`config.mk`:
```
export PLATFORM = sky130hd
export DESIGN_NAME = paged_mem_decode
export DESIGN_NICKNAME = d
export VERILOG_FILES = /design/src/rtl/pmd_pkg.sv /design/src/rtl/pmd_io_decode.sv /design/src/rtl/pmd_bank_reg.sv /design/src/rtl/pmd_mem_decode.sv /design/src/rtl/paged_mem_decode.sv
export SDC_FILE = /design/constraint.sdc
export NUM_CORES = 1
export LEC_CHECK = 0
export BUFFER_PORTS_ARGS = -buffer_cell sky130_fd_sc_hd__clkbuf_2
export CAP_MARGIN = 10
export CORE_AREA = 3 3 40 42
export CTS_CLUSTER_DIAMETER = 120
export DETAILED_ROUTE_END_ITERATION = 10
export DIE_AREA = 0 0 43 45
export SKIP_CTS_REPAIR_TIMING = 1
export SLEW_MARGIN = 10
export SYNTH_ARGS = -nofsm -noshare
export SYNTH_HDL_FRONTEND = slang
export SYNTH_SLANG_ARGS = --single-unit
```
`constraint.sdc`:
```
create_clock -name clk -period 1.95 [get_ports clk]
set_input_delay 0.195 -clock clk [delete_from_list [all_inputs] [get_ports clk]]
set_output_delay 0.195 -clock clk [all_outputs]
set_load 0.03 [all_outputs]
```
`src/rtl/pmd_pkg.sv`:
```
package pmd_pkg;
  localparam int CPU_AW  = 16;
  localparam int BANK_W  = 2;
  localparam int DATA_W  = 8;
  localparam int PORT_AW = 8;

  typedef enum logic [1:0] {
    RGN_NONE  = 2'd0,
    RGN_ROM   = 2'd1,
    RGN_FIXED = 2'd2,
    RGN_PAGED = 2'd3
  } region_e;

  // Which memory a CPU address lands in, given that a memory cycle is live.
  function automatic region_e classify(input logic [CPU_AW-1:0] addr,
                                       input logic [CPU_AW-1:0] rom_limit,
                                       input logic              live);
    region_e r;
    if (!live)                r = RGN_NONE;
    else if (addr < rom_limit) r = RGN_ROM;
    else if (addr[CPU_AW-1])   r = RGN_PAGED;
    else                       r = RGN_FIXED;
    return r;
  endfunction

  // Code zero would alias low SRAM into the window; fold it onto bank 1.
  function automatic logic [BANK_W-1:0] fold_bank(input logic [BANK_W-1:0] code);
    return (code == '0) ? BANK_W'(1) : code;
  endfunction

  // Physical SRAM bits above the 32 KB window offset.
  function automatic logic [BANK_W-1:0] upper_bits(input region_e r,
                                                   input logic [BANK_W-1:0] bank);
    return (r == RGN_PAGED) ? bank : '0;
  endfunction
endpackage

```
`src/rtl/pmd_io_decode.sv`:
```
module pmd_io_decode
  import pmd_pkg::*;
#(
  parameter logic [PORT_AW-1:0] PORT_NUM = 8'h1C
) (
  input  logic [PORT_AW-1:0] port_addr,
  input  logic               iorq_n,
  input  logic               rd_n,
  input  logic               wr_n,
  input  logic               m1_n,
  output logic               port_wr,
  output logic               port_rd
);
  logic hit;
  // m1_n low with iorq_n low marks an interrupt acknowledge, not a port cycle
  assign hit     = !iorq_n && m1_n && (port_addr == PORT_NUM);
  assign port_wr = hit && !wr_n;
  assign port_rd = hit && !rd_n;
endmodule

```
`src/rtl/pmd_bank_reg.sv`:
```
module pmd_bank_reg
  import pmd_pkg::*;
#(
  parameter logic [BANK_W-1:0] BANK_RST = 2'b01
) (
  input  logic              clk,
  input  logic              rst_n,
  input  logic              load,
  input  logic [BANK_W-1:0] code,
  output logic [BANK_W-1:0] bank
);
  always_ff @(posedge clk or negedge rst_n) begin
    if (!rst_n)     bank <= fold_bank(BANK_RST);
    else if (load)  bank <= fold_bank(code);
  end
endmodule

```
`src/rtl/pmd_mem_decode.sv`:
```
module pmd_mem_decode
  import pmd_pkg::*;
#(
  parameter int ROM_BYTES = 2048
) (
  input  logic [CPU_AW-1:0] addr,
  input  logic              mreq_n,
  input  logic              rfsh_n,
  input  logic              rd_n,
  input  logic              wr_n,
  input  logic [BANK_W-1:0] bank,
  output logic              rom_cs_n,
  output logic              ram_cs_n,
  output logic              ram_oe_n,
  output logic              ram_we_n,
  output logic [BANK_W-1:0] hi_addr
);
  localparam logic [CPU_AW-1:0] ROM_LIMIT = CPU_AW'(ROM_BYTES);

  region_e rgn;
  logic    ram_sel;

  assign rgn      = classify(addr, ROM_LIMIT, !mreq_n && rfsh_n);
  assign ram_sel  = (rgn == RGN_FIXED) || (rgn == RGN_PAGED);
  assign rom_cs_n = !(rgn == RGN_ROM);
  assign ram_cs_n = !ram_sel;
  assign ram_oe_n = !(ram_sel && !rd_n);
  assign ram_we_n = !(ram_sel && !wr_n);
  assign hi_addr  = upper_bits(classify(addr, ROM_LIMIT, 1'b1), bank);
endmodule

```
`src/rtl/paged_mem_decode.sv`:
```
module paged_mem_decode
  import pmd_pkg::*;
#(
  parameter int                 ROM_BYTES = 2048,
  parameter logic [PORT_AW-1:0] PORT_NUM  = 8'h1C,
  parameter logic [BANK_W-1:0]  BANK_RST  = 2'b01
) (
  input  logic              clk,
  input  logic              rst_n,
  input  logic [CPU_AW-1:0] cpu_addr,
  input  logic [DATA_W-1:0] cpu_din,
  input  logic              mreq_n,
  input  logic              iorq_n,
  input  logic              rd_n,
  input  logic              wr_n,
  input  logic              m1_n,
  input  logic              rfsh_n,
  output logic [DATA_W-1:0] cpu_dout,
  output logic              cpu_dout_en,
  output logic              rom_cs_n,
  output logic              ram_cs_n,
  output logic              ram_oe_n,
  output logic              ram_we_n,
  output logic [BANK_W-1:0] ram_hi_addr
);
  logic              port_wr;
  logic              port_rd;
  logic [BANK_W-1:0] bank_q;
  logic              unused_din_hi;

  assign unused_din_hi = ^cpu_din[DATA_W-1:BANK_W];

  pmd_io_decode #(.PORT_NUM(PORT_NUM)) u_io (
    .port_addr (cpu_addr[PORT_AW-1:0]),
    .iorq_n    (iorq_n),
    .rd_n      (rd_n),
    .wr_n      (wr_n),
    .m1_n      (m1_n),
    .port_wr   (port_wr),
    .port_rd   (port_rd)
  );

  pmd_bank_reg #(.BANK_RST(BANK_RST)) u_bank (
    .clk   (clk),
    .rst_n (rst_n),
    .load  (port_wr),
    .code  (cpu_din[BANK_W-1:0]),
    .bank  (bank_q)
  );

  pmd_mem_decode #(.ROM_BYTES(ROM_BYTES)) u_mem (
    .addr     (cpu_addr),
    .mreq_n   (mreq_n),
    .rfsh_n   (rfsh_n),
    .rd_n     (rd_n),
    .wr_n     (wr_n),
    .bank     (bank_q),
    .rom_cs_n (rom_cs_n),
    .ram_cs_n (ram_cs_n),
    .ram_oe_n (ram_oe_n),
    .ram_we_n (ram_we_n),
    .hi_addr  (ram_hi_addr)
  );

  assign cpu_dout_en = port_rd;
  assign cpu_dout    = port_rd ? {{(DATA_W-BANK_W){1'b0}}, bank_q} : '0;
endmodule

```
==> summary.md <==
| Metric | Value |
|---|---|
| RSZ-0062 raised after global routing | `false` |
| Layout fillers | `between 100 and 150` |
| Crit share post-route | `80.8%` |
| Synth Register Bits | `2` |
| Fin crit period | `~1.6 ns` |
| Clock Tree Buf Depth | `2` |
| Post-synth ARST share | `100%` |
| Largest net degree at the start of global routing | `4` |
| CP Capture Type | `output pin` |
| Biggest register | `u_bank.bank` |
| Synth top area cells | `buf_4, dfstp_2, and2_1` |
| Power share of the combinational group | `29.9%` |
| Clk root buf | `clkbuf_4` |
| Vias/cell | `approximately 4` |
| Die Area | `around 0.0019 sq mm` |
| Cells after Synth | `28` |
| Post-synth top flop | `dfstp_2` |
| Clk sinks | `2` |
| Pwr dens | `between 400 and 500 mW/mm^2` |
| Worst-path cell chain | `clkbuf_2 -> or4b_4 -> nor4_4 -> and2_1 -> clkbuf_2` |
| CP bufs+invs | `2` |
| Cell Area, Synth | `between 200 and 300 sq um` |
| Crit path max-delay family | `simple AND/OR/NAND/NOR gates` |
| Flop pwr share | `between 20% and 30%` |
| Via count of the routed design | `312` |
| Clk pwr share | `between 40% and 50%` |
| CP dominant cell by count | `clkbuf_2` |
| Average wire per standard cell | `~8.4 microns` |
| Startpoint types | `input port` |
| Worst EP required | `between 1.5 and 2 ns` |
| TritonRoute pass-1 iters | `2` |
| Global-route wire length before repair | `slightly below 1 mm` |
| Fin Clk Skew | `0 ns` |
| Slowest CP cell | `or4b_4` |
| Maximum Capacitance Violations | `0` |
| YS warnings | `0` |
| R2R Setup Slk | `between 1 and 1.5 ns` |
| Total grt overflow | `0` |
| Max Slew Vio Count | `0` |
| Count leader, synth | `buf_4` |
| Hold WC Path Type | `input port to flop` |
| Synth cell types | `18` |
| Port buffer count | `31` |
| Critical Path Fanout Max | `3` |
| CTS H-Tree Depth | `1` |
| Residual DRC count | `0` |
| Synth top cells by count | `buf_4, and2_1, or2_2` |
| Num ports | `47` |
| Std-Cell Rows | `13` |
| Setup CP Type | `input port to output pin` |
| Final RePlAce weighted congestion | `a little under 0.6` |
| Layout Utilization | `35.2%` |
| Area grow syn2layout | `74.4%` |
| Int Power | `between 0.1 and 0.15 mW` |
| Setup-failing EPs final | `0` |
| Switching part of the total power | `31.1%` |
| Sequential area share after synthesis | `around a fifth` |
| Final nets | `96` |
| Slowest stage delay, CP | `0.57 ns` |
| CTS tree | `yes` |
| Arr. time, crit path | `around 1.4 ns` |
| Share of cells above drive strength 1 | `between 60% and 70%` |
| Final hold vios | `0` |
| Die X | `between 40 and 50 microns` |
| Leakage Power | `roughly 0.25 nW` |
| Antenna violations before repair | `0` |
| Clk pin slew, worst setup/hold paths | `about 0.040 ns` |
| Max FFs per register | `2` |
| Height of the die | `45 microns` |
| # diodes | `0` |
| DRT antenna net count | `0` |
| Area leader, netlist | `buf_4` |
| Top flop regs | `u_bank.bank (2)` |
| Initial core utilization | `approximately a fifth` |
| Sw power | `~0.066 mW` |
| Gr usage total | `about 7.7%` |
| Final WL | `~660 microns` |
| Post-synth top area share | `roughly 17%` |
| DR iter-0 viols | `1` |
| Number of synthesized flops with an enable pin | `0` |
| Run status | `complete, no violations` |
| CORE AREA | `between 0.001 and 0.0015 sq mm` |
| Max VDD drop | `between 0.00015 and 0.0002 V` |
| Setup TNS | `0 ns` |
| CTS Buf Count | `3` |
| Clk Latency, worst-skew pair | `between 0.2 and 0.25 ns` |
| Number of global-route vias before repair | `between 200 and 300` |
| Max frequency | `around 630 MHz` |
| Avg Cell Area, Syn | `~9.2 sq um` |
==> routing by layer <==
metal / vias up / global-route usage, % / wire (microns)
li1: 158 / - / -
met1: 131 / 5.54 / 175
met2: 21 / 12.9 / 357
met3: 2 / 4.38 / 108
met4: 0 / 9.04 / 15
met5: - / 0 / 0
==> cell usage in the layout, fill, tap and decap left out, drive strengths merged, types with 2 or more instances in the layout <==
cell    instances
and2            4
clkbuf         35
nor4            2
conb            6
mux2            2
or2             3
==> cells by family (layout without fill, tap and decap cells) <==
logic type / after synthesis / count (layout) / synth area share [%]
mux: 2 / 2 / 8.70
simple gates: 16 / 16 / 48.8
compound gates: 1 / 1 / 3.86
buf+inv: 6 / 36 / 17.4
other cells: 1 / 6 / 1.45
flops: 2 / 2 / 19.8
==> stage by stage <==
step	hold WS [ns]	setup slack [ns]	instance area (sq um)	power [mW]	cells
4_1_cts	-0.268	0.361	442	0.216	77
6_report	0.208	0.374	452	0.211	78
2_1_floorplan	-0.101	0.216	287	0.0879	33
3_3_place_gp	-0.0188	0.369	415	0.105	73
3_5_place_dp	-0.0160	0.362	415	0.106	73
5_1_grt	0.202	0.298	452	0.233	78
==> power by group through the flow <==
stage                     clock network (mW)  logic, mW  registers, mW
after floorplan                            0     0.0443         0.0436
after global placement                     0     0.0614         0.0438
after detailed placement                   0     0.0621         0.0438
after CTS                              0.111     0.0622         0.0434
after global routing                   0.121     0.0688         0.0434
final                                  0.104     0.0631         0.0433
==> worst paths after layout <==
path	start	to	cells past startpoint
setup / recovery	iorq_n	cpu_dout[0]	5
hold / removal	cpu_din[1]	u_bank.bank[1]	2
setup reg to reg	u_bank.bank[1]	u_bank.bank[1]	1
hold reg to reg	u_bank.bank[1]	u_bank.bank[1]	1
max in group asynchronous	rst_n	u_bank.bank[0]	2
min in group asynchronous	rst_n	u_bank.bank[1]	2
==> final cells by class <==
type	instances	area (sq um)	share of cell area, %
Clock buffer	4	26.3	5.82
Multi-Input combinational cell	25	190	42.1
Sequential cell	2	51.3	11.4
Tap cell	15	18.8	4.16
Timing Repair Buffer	32	165	36.6
(Power assumes the default switching activity.)
